$ cat src/rtl/pit_pkg.sv
// Shared types for the interval timer: access kinds, counting modes and
// the mapping from the raw 3-bit mode field to a supported mode.
package pit_pkg;

    typedef enum logic [1:0] {
        ACC_LATCH = 2'b00,
        ACC_LO    = 2'b01,
        ACC_HI    = 2'b10,
        ACC_WORD  = 2'b11
    } access_e;

    typedef enum logic [1:0] {
        MODE_TC     = 2'd0,
        MODE_RATE   = 2'd1,
        MODE_SQUARE = 2'd2
    } mode_e;

    typedef struct packed {
        logic  ok;
        mode_e mode;
    } mode_sel_t;

    // Map the raw mode field; unsupported encodings return ok = 0.
    function automatic mode_sel_t map_mode(input logic [2:0] raw);
        mode_sel_t r;
        r.ok   = 1'b1;
        r.mode = MODE_TC;
        case (raw)
            3'd0:         r.mode = MODE_TC;
            3'd2, 3'd6:   r.mode = MODE_RATE;
            3'd3, 3'd7:   r.mode = MODE_SQUARE;
            default:      r.ok   = 1'b0;
        endcase
        return r;
    endfunction

endpackage

$ cat src/rtl/pit_decrement.sv
// Combinational count step for one channel. Subtracts 1 or 2 from the
// current count, either as a plain binary number or digit by digit in BCD.
// Assumes CNT_W is a multiple of 4; BCD results are only meaningful when
// the input holds valid decimal digits.
module pit_decrement #(
    parameter int CNT_W = 16
) (
    input  logic [CNT_W-1:0] cur,
    input  logic             bcd,
    input  logic             by_two,
    output logic [CNT_W-1:0] nxt
);
    localparam int DIGITS = CNT_W / 4;

    logic [CNT_W-1:0] bin_next;
    logic [CNT_W-1:0] bcd_next;

    // True when every nibble of v is a decimal digit.
    function automatic logic digits_ok(input logic [CNT_W-1:0] v);
        logic ok;
        ok = 1'b1;
        for (int d = 0; d < DIGITS; d++) begin
            if (v[4*d +: 4] > 4'd9) ok = 1'b0;
        end
        return ok;
    endfunction

    // Binary step: plain subtraction with natural wrap.
    always_comb begin : bin_step
        bin_next = cur - (by_two ? CNT_W'(2) : CNT_W'(1));
    end

    // Decimal step: ripple a borrow through the digits.
    always_comb begin : bcd_step
        logic [4:0] borrow;
        logic [4:0] dig;
        logic [4:0] res;
        borrow   = by_two ? 5'd2 : 5'd1;
        bcd_next = '0;
        for (int d = 0; d < DIGITS; d++) begin
            dig = {1'b0, cur[4*d +: 4]};
            if (dig >= borrow) begin
                res    = dig - borrow;
                borrow = 5'd0;
            end else begin
                res    = dig + 5'd10 - borrow;
                borrow = 5'd1;
            end
            bcd_next[4*d +: 4] = res[3:0];
        end
    end

    // Select the step that matches the number system.
    always_comb begin : pick_step
        nxt = bcd ? bcd_next : bin_next;
    end

    // Guard: a valid decimal input always yields a valid decimal output.
    always_comb begin : bcd_guard

        if (bcd && digits_ok(cur)) begin
            bcd_digit_chk: assert (digits_ok(nxt));
        end
    end

endmodule

$ cat src/rtl/pit_host_if.sv
// Host bus decode. Turns the address and strobes into per-channel write,
// read, program and snapshot pulses, and splits the control byte into its
// fields. Assumes NUM_CH <= 3 so the control port sits at address NUM_CH.
module pit_host_if
    import pit_pkg::*;
#(
    parameter int NUM_CH = 3,
    parameter int DATA_W = 8,
    parameter int ADDR_W = 2
) (
    input  logic [ADDR_W-1:0] addr,
    input  logic [DATA_W-1:0] wdata,
    input  logic              wr,
    input  logic              rd,
    output logic [NUM_CH-1:0] ctrl_we,
    output logic [NUM_CH-1:0] latch_req,
    output logic [NUM_CH-1:0] data_we,
    output logic [NUM_CH-1:0] data_re,
    output access_e           cw_acc,
    output mode_e             cw_mode,
    output logic              cw_bcd
);
    localparam logic [ADDR_W-1:0] CTRL_ADDR = ADDR_W'(NUM_CH);
    localparam int SEL_LSB  = 6;
    localparam int ACC_LSB  = 4;
    localparam int MODE_LSB = 1;

    logic      ctrl_hit;
    logic [1:0] cw_sel;
    mode_sel_t ms;

    // Split the control byte into its fields.
    always_comb begin : field_split
        ctrl_hit = wr && (addr == CTRL_ADDR);
        cw_sel   = wdata[SEL_LSB +: 2];
        cw_acc   = access_e'(wdata[ACC_LSB +: 2]);
        ms       = map_mode(wdata[MODE_LSB +: 3]);
        cw_mode  = ms.mode;
        cw_bcd   = wdata[0];
    end

    for (genvar g = 0; g < NUM_CH; g++) begin : g_strobe
        localparam logic [1:0]        SEL_IDX  = 2'(g);
        localparam logic [ADDR_W-1:0] PORT_IDX = ADDR_W'(g);
        // Per-channel strobes from address and control-byte fields.
        always_comb begin : chan_strobe
            ctrl_we[g]   = ctrl_hit && (cw_sel == SEL_IDX) && (cw_acc != ACC_LATCH) && ms.ok;
            latch_req[g] = ctrl_hit && (cw_sel == SEL_IDX) && (cw_acc == ACC_LATCH);
            data_we[g]   = wr && (addr == PORT_IDX);
            data_re[g]   = rd && (addr == PORT_IDX);
        end
    end

endmodule

$ cat src/rtl/pit_channel.sv
// One timer channel: configuration, byte-serial count load, down counter
// with mode-specific output, and the snapshot/read path. Assumes the host
// strobes are single-cycle and that at most one of them is active per cycle.
module pit_channel
    import pit_pkg::*;
#(
    parameter int DATA_W = 8
) (
    input  logic              clk,
    input  logic              rst_n,
    input  logic              cnt_en,
    input  logic              gate,
    input  logic              ctrl_we,
    input  logic              latch_req,
    input  access_e           cw_acc,
    input  mode_e             cw_mode,
    input  logic              cw_bcd,
    input  logic              data_we,
    input  logic              data_re,
    input  logic [DATA_W-1:0] wdata,
    output logic [DATA_W-1:0] rd_byte,
    output logic              tmr_out
);
    localparam int CNT_W = 2 * DATA_W;
    localparam logic [CNT_W-1:0] ONE = CNT_W'(1);
    localparam logic [CNT_W-1:0] TWO = CNT_W'(2);

    access_e           acc_q;
    mode_e             mode_q;
    logic              bcd_q;
    logic              wptr_q;
    logic [DATA_W-1:0] stage_q;
    logic [CNT_W-1:0]  reload_q;

    logic [CNT_W-1:0]  count_q;
    logic              run_q;
    logic              load_pend_q;
    logic              extra_q;
    logic              out_q;

    logic [CNT_W-1:0]  hold_q;
    logic              latched_q;
    logic              rptr_q;

    logic              write_done;
    logic [CNT_W-1:0]  reload_even;
    logic [CNT_W-1:0]  dec_val;
    logic [CNT_W-1:0]  src;

    // Completion of a count write and the even part of the reload.
    always_comb begin : load_flags
        write_done  = data_we && ((acc_q != ACC_WORD) || wptr_q);
        reload_even = {reload_q[CNT_W-1:1], 1'b0};
    end

    pit_decrement #(.CNT_W(CNT_W)) u_dec (
        .cur    (count_q),
        .bcd    (bcd_q),
        .by_two (mode_q == MODE_SQUARE),
        .nxt    (dec_val)
    );

    // Configuration and byte-serial assembly of the reload value.
    always_ff @(posedge clk) begin : config_path
        if (!rst_n) begin
            acc_q    <= ACC_WORD;
            mode_q   <= MODE_TC;
            bcd_q    <= 1'b0;
            wptr_q   <= 1'b0;
            stage_q  <= '0;
            reload_q <= '0;
        end else if (ctrl_we) begin
            acc_q  <= cw_acc;
            mode_q <= cw_mode;
            bcd_q  <= cw_bcd;
            wptr_q <= 1'b0;
        end else if (data_we) begin
            case (acc_q)
                ACC_LO: reload_q <= {{DATA_W{1'b0}}, wdata};
                ACC_HI: reload_q <= {wdata, {DATA_W{1'b0}}};
                ACC_WORD: begin
                    if (!wptr_q) begin
                        stage_q <= wdata;
                        wptr_q  <= 1'b1;
                    end else begin
                        reload_q <= {wdata, stage_q};
                        wptr_q   <= 1'b0;
                    end
                end
                default: ;
            endcase
        end
    end

    // Counter, reload and output waveform for the three modes.
    always_ff @(posedge clk) begin : count_path
        if (!rst_n) begin
            count_q     <= '0;
            run_q       <= 1'b0;
            load_pend_q <= 1'b0;
            extra_q     <= 1'b0;
            out_q       <= 1'b1;
        end else if (ctrl_we) begin
            run_q       <= 1'b0;
            load_pend_q <= 1'b0;
            extra_q     <= 1'b0;
            out_q       <= (cw_mode != MODE_TC);
        end else begin
            if (cnt_en) begin
                if (load_pend_q) begin
                    run_q       <= 1'b1;
                    load_pend_q <= 1'b0;
                    if (mode_q == MODE_SQUARE) begin
                        count_q <= reload_even;
                        extra_q <= reload_q[0];
                        out_q   <= 1'b1;
                    end else begin
                        count_q <= reload_q;
                        extra_q <= 1'b0;
                        out_q   <= (mode_q != MODE_TC);
                    end
                end else if (run_q && gate) begin
                    case (mode_q)
                        MODE_RATE: begin
                            if (count_q == ONE) begin
                                count_q <= reload_q;
                                out_q   <= 1'b1;
                            end else begin
                                count_q <= dec_val;
                                if (count_q == TWO) out_q <= 1'b0;
                            end
                        end
                        MODE_SQUARE: begin
                            if (count_q == TWO) begin
                                if (extra_q) begin
                                    extra_q <= 1'b0;
                                end else begin
                                    out_q   <= ~out_q;
                                    count_q <= reload_even;
                                    extra_q <= reload_q[0] & ~out_q;
                                end
                            end else begin
                                count_q <= dec_val;
                            end
                        end
                        default: begin
                            count_q <= dec_val;
                            if (count_q == ONE) out_q <= 1'b1;
                        end
                    endcase
                end
            end
            if (write_done) begin
                load_pend_q <= 1'b1;
                if (mode_q == MODE_TC) out_q <= 1'b0;
            end
        end
    end

    // Snapshot capture, release and read-pointer sequencing.
    always_ff @(posedge clk) begin : read_path
        if (!rst_n) begin
            hold_q    <= '0;
            latched_q <= 1'b0;
            rptr_q    <= 1'b0;
        end else if (ctrl_we) begin
            latched_q <= 1'b0;
            rptr_q    <= 1'b0;
        end else if (latch_req && !latched_q) begin
            hold_q    <= count_q;
            latched_q <= 1'b1;
        end else if (data_re) begin
            if (acc_q == ACC_WORD) begin
                rptr_q <= ~rptr_q;
                if (rptr_q) latched_q <= 1'b0;
            end else begin
                latched_q <= 1'b0;
            end
        end
    end

    // Byte presented on the read port.
    always_comb begin : read_mux
        src = latched_q ? hold_q : count_q;
        case (acc_q)
            ACC_HI:   rd_byte = src[CNT_W-1 -: DATA_W];
            ACC_WORD: rd_byte = rptr_q ? src[CNT_W-1 -: DATA_W] : src[DATA_W-1:0];
            default:  rd_byte = src[DATA_W-1:0];
        endcase
    end

    assign tmr_out = out_q;


    gate_hold_chk: assert property (@(posedge clk) disable iff (!rst_n)
        (cnt_en && !gate && run_q && !load_pend_q && !ctrl_we) |=> $stable(count_q));


    latch_hold_chk: assert property (@(posedge clk) disable iff (!rst_n)
        (latched_q && $past(latched_q)) |-> $stable(hold_q));


    rate_low_chk: assert property (@(posedge clk) disable iff (!rst_n)
        (run_q && mode_q == MODE_RATE && !out_q) |-> (count_q == ONE));


    tc_rise_chk: assert property (@(posedge clk) disable iff (!rst_n)
        (mode_q == MODE_TC && $rose(out_q)) |-> (count_q == '0));


    sq_toggle_chk: assert property (@(posedge clk) disable iff (!rst_n)
        (run_q && $past(run_q) && mode_q == MODE_SQUARE && $past(mode_q) == MODE_SQUARE
         && !$past(load_pend_q) && out_q != $past(out_q)) |-> ($past(count_q) == TWO));

endmodule

$ cat src/rtl/pit_timer.sv
// Top level of the interval timer: host decode, one channel per generate
// iteration and the read-data multiplexer. Assumes NUM_CH <= 3 so the
// channel ports and the control port fit in the 2-bit address.
module pit_timer
    import pit_pkg::*;
#(
    parameter int NUM_CH = 3,
    parameter int DATA_W = 8
) (
    input  logic              clk,
    input  logic              rst_n,
    input  logic [1:0]        bus_addr,
    input  logic [DATA_W-1:0] bus_wdata,
    input  logic              bus_wr,
    input  logic              bus_rd,
    output logic [DATA_W-1:0] bus_rdata,
    input  logic [NUM_CH-1:0] tick_en,
    input  logic [NUM_CH-1:0] gate,
    output logic [NUM_CH-1:0] tmr_out
);
    localparam int ADDR_W = 2;

    logic [NUM_CH-1:0] ctrl_we;
    logic [NUM_CH-1:0] latch_req;
    logic [NUM_CH-1:0] data_we;
    logic [NUM_CH-1:0] data_re;
    access_e           cw_acc;
    mode_e             cw_mode;
    logic              cw_bcd;
    logic [DATA_W-1:0] ch_byte [NUM_CH];

    pit_host_if #(.NUM_CH(NUM_CH), .DATA_W(DATA_W), .ADDR_W(ADDR_W)) u_host (
        .addr      (bus_addr),
        .wdata     (bus_wdata),
        .wr        (bus_wr),
        .rd        (bus_rd),
        .ctrl_we   (ctrl_we),
        .latch_req (latch_req),
        .data_we   (data_we),
        .data_re   (data_re),
        .cw_acc    (cw_acc),
        .cw_mode   (cw_mode),
        .cw_bcd    (cw_bcd)
    );

    for (genvar g = 0; g < NUM_CH; g++) begin : g_chan
        pit_channel #(.DATA_W(DATA_W)) u_chan (
            .clk       (clk),
            .rst_n     (rst_n),
            .cnt_en    (tick_en[g]),
            .gate      (gate[g]),
            .ctrl_we   (ctrl_we[g]),
            .latch_req (latch_req[g]),
            .cw_acc    (cw_acc),
            .cw_mode   (cw_mode),
            .cw_bcd    (cw_bcd),
            .data_we   (data_we[g]),
            .data_re   (data_re[g]),
            .wdata     (bus_wdata),
            .rd_byte   (ch_byte[g]),
            .tmr_out   (tmr_out[g])
        );
    end

    // Return the addressed channel byte; the control port reads as zero.
    always_comb begin : rdata_mux
        bus_rdata = '0;
        for (int i = 0; i < NUM_CH; i++) begin
            if (bus_addr == ADDR_W'(i)) bus_rdata = ch_byte[i];
        end
    end

endmodule

$ cat config.mk
export PLATFORM = sky130hd
export DESIGN_NAME = pit_timer
export DESIGN_NICKNAME = d
export VERILOG_FILES = /design/src/rtl/pit_pkg.sv /design/src/rtl/pit_decrement.sv /design/src/rtl/pit_host_if.sv /design/src/rtl/pit_channel.sv /design/src/rtl/pit_timer.sv
export SDC_FILE = /design/constraint.sdc
export NUM_CORES = 1
export LEC_CHECK = 0
export BUFFER_PORTS_ARGS = -buffer_cell sky130_fd_sc_hd__buf_2
export CAP_MARGIN = 20
export CORE_MARGIN = 10
export CORE_UTILIZATION = 50
export DETAILED_ROUTE_END_ITERATION = 6
export PLACE_DENSITY = 0.77
export SLEW_MARGIN = 20
export SYNTH_ARGS = -nofsm -noshare
export SYNTH_HDL_FRONTEND = slang
export SYNTH_SLANG_ARGS = --single-unit
$ cat constraint.sdc
create_clock -name clk -period 6.6 [get_ports clk]
set_input_delay 0.66 -clock clk [delete_from_list [all_inputs] [get_ports clk]]
set_output_delay 0.66 -clock clk [all_outputs]
set_load 0.05 [all_outputs]
==> results.md, run 1 <==
- Htree depth: 1
- Fill count: 2287
- CTS tree: yes
- Primary FF master, synth: dfxtp_1
- Nets: 1617
- Synth Instances: 1563
- Root buf cell: clkbuf_16
- R2r startpoint: g_chan[1].u_chan.mode_q[0]$_SDFFE_PN0P_
- Post-synth EDFFs: 0
- Max-cap violations: 0
- Setup Skew: 0.0285 ns
- Seq/Total Area, Yosys: 31.4%
- Status: finished clean
- Final period util: 75.8%
- CP arrival: 5.36 ns
- Clk sinks: 204
- Largest net degree at the start of global routing: 92
- Cell area after layout: 13900 um2
- Final total power: 2.86 mW
- Total CTS buffers: 22
- Final Non-Filler Cells: 1859
- Final min period: 5.00 ns
- Worst-Margin Slew: 1.07 ns
- Max-slew headroom: 29.0%
- Row count: 58
- Synth cell types: 77
- Total gr overflow: 0
- Worst IR Drop VDD: 0.227 mV
- Die Wd: 181 um
- Post-CTS sizing: 0
- Initial antenna violation count: 1
- Dpl hpwl: 24700 um
- Number of max-slew violations in the final report: 0
- Setup WS pre-CTS: 1.64 ns
- Setup ws final: 1.60 ns
- Vias in the first global route: 10.9k
- Worst Hold Class: flop to flop
- # DRC: 0
- Worst-skew pair later-pin latency: 0.52 ns
- Critical path peak fanout: 11
- Total negative setup slack: 0 ns
- Crit path kind: flop to flop
- Synth warn: 0
- Setup crit end kind: flop
- Syn avg cell area: 8.31 um2
- Post-CTS Hold Buffers: 0
- Initial DRC Count: 985
- DP Area: 13200 um2
- Total GRT Usage: 20.4%
- Floorplan core area: 25400 um2
- Post-Syn Nets: 1667
- Final Hold Vio Count: 0
- GPL Wtd Cong: 0.927
- Setup-failing EPs final: 0
- Leakage power: 5.53 nW
- I/O Pins: 31
- Die ar.: 32800 um2
- Maximum clock path buffer count: 3
- First-pass GRT wire length: 57100 um
- Worst hold start: g_chan[0].u_chan.hold_q[15]$_SDFFE_PN0P_
- Port buffer count: 30
- Critical Path Start Type: flop
- Core Util, Final: 54.9%
- RSZ-0062 raised after global routing: false
- Avg WL per Cell: 18.7 um
- Vias per cell: 6.12
- Drt first pass iters: 5
- Share of layout cells above drive strength 1: 8.44%
- Achievable Freq: 0.200 GHz
- Post-Syn Area: 13000 um2
- Placed cells: 1819
- Antenna-violating nets left: 0
- Worst EP required: 6.96 ns
- Min Hold Slack: 0.465 ns
- Die height: 181 um
- Flops & latches, synth: 204
- Worst Setup SP: g_chan[1].u_chan.mode_q[0]$_SDFFE_PN0P_
- Final wirelength: 34700 um
- Antenna Cells: 0
- Async set-reset flop share out of synthesis: 0%
- Setup bufs post-CTS: 0
- P per Cell Area: 205 nW/um2
- CTS clk-pin slew, worst paths: 0.07 ns
- Synth-to-Final Area Change: 7.30%
- Vias: 11.4k
- Initial Util: 51.2%
[cell families (layout without fill, tap and decap cells)]
group	count (synthesis)	in the layout	synth area share [%]
simple gates	536	536	21.1
compound gates	381	381	19.9
buf+inv	217	183	6.51
flops	204	204	31.4
fa+ha+maj	84	84	8.43
mux	84	84	8.84
xor+xnor	57	57	3.84
[area by class of cell]
cell class / instances / area [um2] / area share (%)
multi-input cells: 1142 / 8080 / 57.9
clock buffers: 31 / 666 / 4.77
repair buffers: 41 / 235 / 1.69
well taps: 330 / 413 / 2.96
flip-flops and latches: 204 / 4090 / 29.3
clock inverters: 9 / 82.6 / 0.592
inverters: 102 / 383 / 2.75
[critical path, cell delays in order, from the launching register on]
cell	delay, ns
dfxtp_1	0.36
inv_1	0.09
ha_1	0.35
inv_1	0.19
ha_1	0.23
fa_1	0.22
nand2b_1	0.28
and3_1	0.20
ha_1	0.22
nand2_1	0.07
nor3_1	0.49
ha_1	0.35
a21oi_1	0.14
and3_1	0.27
ha_1	0.21
inv_1	0.06
ha_1	0.18
inv_1	0.06
ha_1	0.15
xor2_1	0.15
mux2i_1	0.08
o21ai_0	0.15
a21oi_1	0.08
o211ai_1	0.14
a31oi_1	0.10
[synthesized netlist by cell type, drive strengths merged, types with 27 or more instances]
cell | instances | area share, %
nand2b | 29 | 1.4
inv | 102 | 2.9
mux2i | 54 | 4.2
ha | 78 | 7.5
nand2 | 158 | 4.6
clkbuf | 96 | 2.8
dfxtp | 204 | 31
nand3 | 75 | 2.9
o21ai | 92 | 3.5
a21oi | 72 | 2.8
nor2b | 97 | 4.7
a22oi | 45 | 2.7
xnor2 | 38 | 2.6
o211a | 27 | 2.1
nor2 | 77 | 2.2
[cell usage in the layout (no fill, tap or decap), types with 6 or more instances in the layout]
cell type | netlist | routed
clkbuf_16 | 0 | 23
xnor2_1 | 38 | 38
buf_4 | 3 | 12
fa_1 | 6 | 6
inv_1 | 102 | 102
a21boi_0 | 23 | 23
nand4_1 | 15 | 15
xor2_1 | 19 | 19
o31ai_1 | 6 | 6
nor2_1 | 77 | 77
nor3_1 | 23 | 23
o21ai_0 | 83 | 83
mux2_2 | 6 | 6
nand2_1 | 158 | 158
ha_1 | 78 | 78
o211a_1 | 27 | 27
a21oi_1 | 72 | 72
nand3_1 | 75 | 75
dfxtp_1 | 204 | 203
mux4_2 | 24 | 24
nor4_1 | 9 | 8
buf_2 | 10 | 29
mux2i_1 | 54 | 54
and3_1 | 7 | 7
and2_1 | 8 | 8
nor2b_1 | 97 | 97
a22oi_1 | 42 | 42
o21ai_1 | 9 | 9
clkbuf_8 | 0 | 6
nand2b_1 | 29 | 29
o211ai_1 | 26 | 26
a32oi_1 | 8 | 8
a31oi_1 | 26 | 26
[power breakdown]
| part | internal, mW | switching [mW] | leakage [nW] |
|---|---|---|---|
| Clock | 0.746 | 0.525 | 0.368 |
| Sequential | 1.25 | 0.0175 | 1.65 |
| Combinational | 0.133 | 0.188 | 3.52 |
[flip-flops by register name (all words and copies together) (netlist names)]
name / flops
g_chan.u_chan.bcd_q: 3
g_chan.u_chan.tmr_out: 3
g_chan.u_chan.reload_q: 48
g_chan.u_chan.wptr_q: 3
g_chan.u_chan.extra_q: 3
g_chan.u_chan.run_q: 3
g_chan.u_chan.rptr_q: 3
g_chan.u_chan.mode_q: 6
g_chan.u_chan.stage_q: 24
g_chan.u_chan.acc_q: 6
g_chan.u_chan.load_pend_q: 3
g_chan.u_chan.hold_q: 48
g_chan.u_chan.count_q: 48
g_chan.u_chan.latched_q: 3
[final timing paths]
path / end / slack [ns] / cells after the start
worst max-delay path: g_chan[1].u_chan.count_q[15]$_SDFFE_PN0P_ / 1.60 / 24
worst min-delay path: g_chan[0].u_chan.hold_q[15]$_SDFFE_PN0P_ / 0.46 / 2
worst max register to register: g_chan[1].u_chan.count_q[15]$_SDFFE_PN0P_ / 1.60 / 24
worst min register to register: g_chan[0].u_chan.hold_q[15]$_SDFFE_PN0P_ / 0.46 / 2
[layer usage]
| layer | track usage (%) | part of all wire (%) | vias up |
|---|---|---|---|
| li1 | - | - | 5443 |
| met4 | 6.70 | 2.9 | 2 |
| met3 | 2.88 | 7.2 | 74 |
| met1 | 27.0 | 44 | 5440 |
| met5 | 0 | 0.032 | - |
| met2 | 33.2 | 46 | 420 |
No activity file was read; power rests on OpenSTA's default activity.
==> run 2, diff against run 1 <==
--- a/config.mk
+++ b/config.mk
@@ -5,6 +5,7 @@
 export SDC_FILE = /design/constraint.sdc
 export NUM_CORES = 1
 export LEC_CHECK = 0
+export ABC_AREA = 1
 export BUFFER_PORTS_ARGS = -buffer_cell sky130_fd_sc_hd__buf_2
 export CAP_MARGIN = 20
 export CORE_MARGIN = 10
==> constraint.sdc (replaced) <==
create_clock -name clk -period 5.2 [get_ports clk]
set_input_delay 0.52 -clock clk [delete_from_list [all_inputs] [get_ports clk]]
set_output_delay 0.52 -clock clk [all_outputs]
set_load 0.05 [all_outputs]
==> results.md, run 2 <==
- Initial antenna violation count: 0
- Final Hold Vio Count: 0
- Synth area leaders: dfxtp_1, nand2_1, o21ai_0
- Synth cell types: 47
- Register area: 4080 um2
- Area of the multi-input gates: 7650 um2
- Vias: 13.2k
- Crit path kind: flop to flop
- Initial Util: 50.4%
- Seq/Total Area, Yosys: 31.3%
- Combinational share of power: 12.8%
- Worst path slowest cell: fa_1
- Hold Path Stages: 3
- Final wirelength: 39300 um
- Floorplan core area: 25800 um2
- Worst EP required: 5.67 ns
- Primary FF master, synth: dfxtp_1
- Achievable Freq: 0.213 GHz
- Critical path peak fanout: 9
- Nets: 2045
- P per Cell Area: 262 nW/um2
- Syn avg cell area: 6.64 um2
- Final min period: 4.69 ns
- Die Wd: 181 um
- Setup crit end kind: flop
- Total gr overflow: 0
- Leakage power: 6.29 nW
- Die height: 181 um
- Area leader, netlist: dfxtp_1
- Vias per cell: 5.77
- Most common cell after layout, fill and taps aside: nand2_1
- FF-to-FF End: g_chan[2].u_chan.count_q[14]$_SDFFE_PN0P_
- Max-slew headroom: 39.3%
- Root buf cell: clkbuf_16
- CTS tree: yes
- Total CTS buffers: 23
- Synth Instances: 1963
- Worst-skew pair later-pin latency: 0.53 ns
- Int Pwr: 2.61 mW
- Worst Hold Class: primary input to flop
- Sequential share of power: 44.0%
- Die ar.: 32900 um2
- Count leader, synth: nand2_1
- Htree depth: 1
- Setup-failing EPs final: 0
- Post-Syn Nets: 2067
- Fill count: 2514
- GPL Wtd Cong: 0.942
- Async set-reset flop share out of synthesis: 0%
- Setup Skew: 0.0115 ns
- Share of layout cells above drive strength 1: 5.82%
- Hold endpoint: g_chan[0].u_chan.reload_q[1]$_SDFFE_PN0P_
- First-pass GRT wire length: 63400 um
- I/O Pins: 31
- CP dominant cell by count: inv_1
- Post-synth EDFFs: 0
- Switching Fraction: 28.6%
- Antenna-violating nets left: 0
- R2r startpoint: g_chan[2].u_chan.mode_q[0]$_SDFFE_PN0P_
- Top cells by count, synth: nand2_1, inv_1, dfxtp_1, o21ai_0, nor2_1
- Share of the synthesized area in the top cell type: 31.3%
- Worst reg-to-reg setup slack: 0.51 ns
- Min Hold Slack: 0.346 ns
- Maximum clock path buffer count: 3
- Commonest non-fill, non-tap cells in the layout: nand2_1, inv_1, dfxtp_1
- Clk sinks: 204
- Worst-Margin Slew: 0.908 ns
- Critical Path Start Type: flop
- Port buffer count: 30
- Row count: 59
- CP arrival: 5.16 ns
- Number of max-slew violations in the final report: 0
- # DRC: 0
- Status: finished clean
- CTS clk-pin slew, worst paths: 0.06 ns
- Net Sw Power: 1.05 mW
- Dpl hpwl: 28500 um
- Flops & latches, synth: 204
- Avg WL per Cell: 17.1 um
- Largest registers: g_chan.u_chan.count_q (48), g_chan.u_chan.hold_q (48), g_chan.u_chan.reload_q (48)
- Initial DRC Count: 1381
- Vias in the first global route: 12.2k
- Clock power frac: 43.2%
- Drt first pass iters: 5
- Synth warn: 0
- Worst IR Drop VDD: 0.211 mV
- Max-cap violations: 0
- Total GRT Usage: 22.7%
- Synth-to-Final Area Change: 7.06%
- Antenna Cells: 0
- Total negative setup slack: 0 ns
- Largest net degree at the start of global routing: 54
- RSZ-0062 raised after global routing: false
- R2r worst-path depth: 28
- CP max stage delay: 0.43 ns
- Final period util: 90.3%
- Worst hold start: bus_wdata[1]
- Post-Syn Area: 13000 um2
## run 2: changes by cell type in the layout (fill, tap and decap cells not counted), moves of 42 or more
| cell | previous run | this run |
|---|---|---|
| mux2i_1 | 54 | 0 |
| o21ai_0 | 83 | 200 |
| a21oi_1 | 72 | 180 |
| a22oi_1 | 42 | 0 |
| nand2_1 | 158 | 413 |
| nand3_1 | 75 | 171 |
| nor2_1 | 77 | 197 |
| inv_1 | 102 | 214 |
| nor2b_1 | 97 | 0 |
## run 2: worst max-delay path, delay by kind of cell, from the launching register on
kind	cells	cell delay [ns]
adder cells (fa/ha/maj)	8	2.22
AND/OR/NAND/NOR	8	0.94
buffers and inverters	10	0.81
AO/OA/AOI/OAI	2	0.33
flip-flops	1	0.31
## run 2: power by group through the flow
stage	combinational, mW	clock (mW)	sequential (mW)
floorplan	0.354	0	1.63
global placement	0.443	0	1.64
detailed placement	0.455	0	1.64
CTS	0.458	1.59	1.61
global route	0.526	1.66	1.61
finish	0.468	1.58	1.61
## run 2: metal layers
layer	up-vias	routed length [um]	GRT usage [%]	share of wire (%)
li1	6492	-	-	-
met2	534	18200	37.9	46
met1	6122	16900	29.6	43
met4	0	1180	7.16	3.0
met5	-	0	0	0
met3	86	2980	3.14	7.6
## run 2: cell type report
type,instances,share of cell area [%]
multi-input combinational,1440,54.8
sequential,204,29.3
inverter,240,6.49
clock buffer,32,4.58
tap,335,3.00
timing repair buffer,32,1.18
clock inverter,10,0.619
## run 2: cells by family after synthesis
kind of cell	synth area share, %
AND/OR/NAND/NOR	27.4
AO/OA/AOI/OAI	20.6
buffers and inverters	9.99
flip-flops	31.3
adder cells (fa/ha/maj)	8.41
XOR/XNOR	2.29
## run 2: timing repair
action / in CTS / in global routing
hold buffers: 0 / 0
setup buffers: 0 / 0
resized for setup: 0 / 1
endpoints found under the setup margin: 0 / 1
## run 2: how the worst max path moves through the flow
stage / from / to / slack, ns / cells after the start
5_1_grt: g_chan[2].u_chan.mode_q[0]$_SDFFE_PN0P_ / g_chan[2].u_chan.count_q[14]$_SDFFE_PN0P_ / 0.05 / 28
3_5_place_dp: g_chan[0].u_chan.mode_q[0]$_SDFFE_PN0P_ / g_chan[0].u_chan.count_q[14]$_SDFFE_PN0P_ / 0.54 / 29
6_report: g_chan[2].u_chan.mode_q[0]$_SDFFE_PN0P_ / g_chan[2].u_chan.count_q[14]$_SDFFE_PN0P_ / 0.51 / 28
3_3_place_gp: g_chan[0].u_chan.mode_q[0]$_SDFFE_PN0P_ / g_chan[0].u_chan.count_q[14]$_SDFFE_PN0P_ / 0.76 / 29
2_1_floorplan: g_chan[0].u_chan.mode_q[0]$_SDFFE_PN0P_ / g_chan[0].u_chan.count_q[14]$_SDFFE_PN0P_ / 1.06 / 29
4_1_cts: g_chan[0].u_chan.mode_q[0]$_SDFFE_PN0P_ / g_chan[0].u_chan.count_q[14]$_SDFFE_PN0P_ / 0.50 / 29
## run 2: metrics by stage
| stage | util, % | area (um2) | instances | worst slack (ns) | total power [mW] |
|---|---|---|---|---|---|
| after global routing | 54.0 | 13900 | 2293 | 0.0519 | 3.80 |
| after CTS | 54.0 | 13900 | 2293 | 0.505 | 3.66 |
| after detailed placement | 51.2 | 13200 | 2251 | 0.542 | 2.10 |
| final | 54.0 | 13900 | 2293 | 0.506 | 3.66 |
| after floorplan | - | 13000 | 1963 | 1.06 | 1.99 |
| after global placement | 51.2 | 13200 | 2251 | 0.757 | 2.08 |
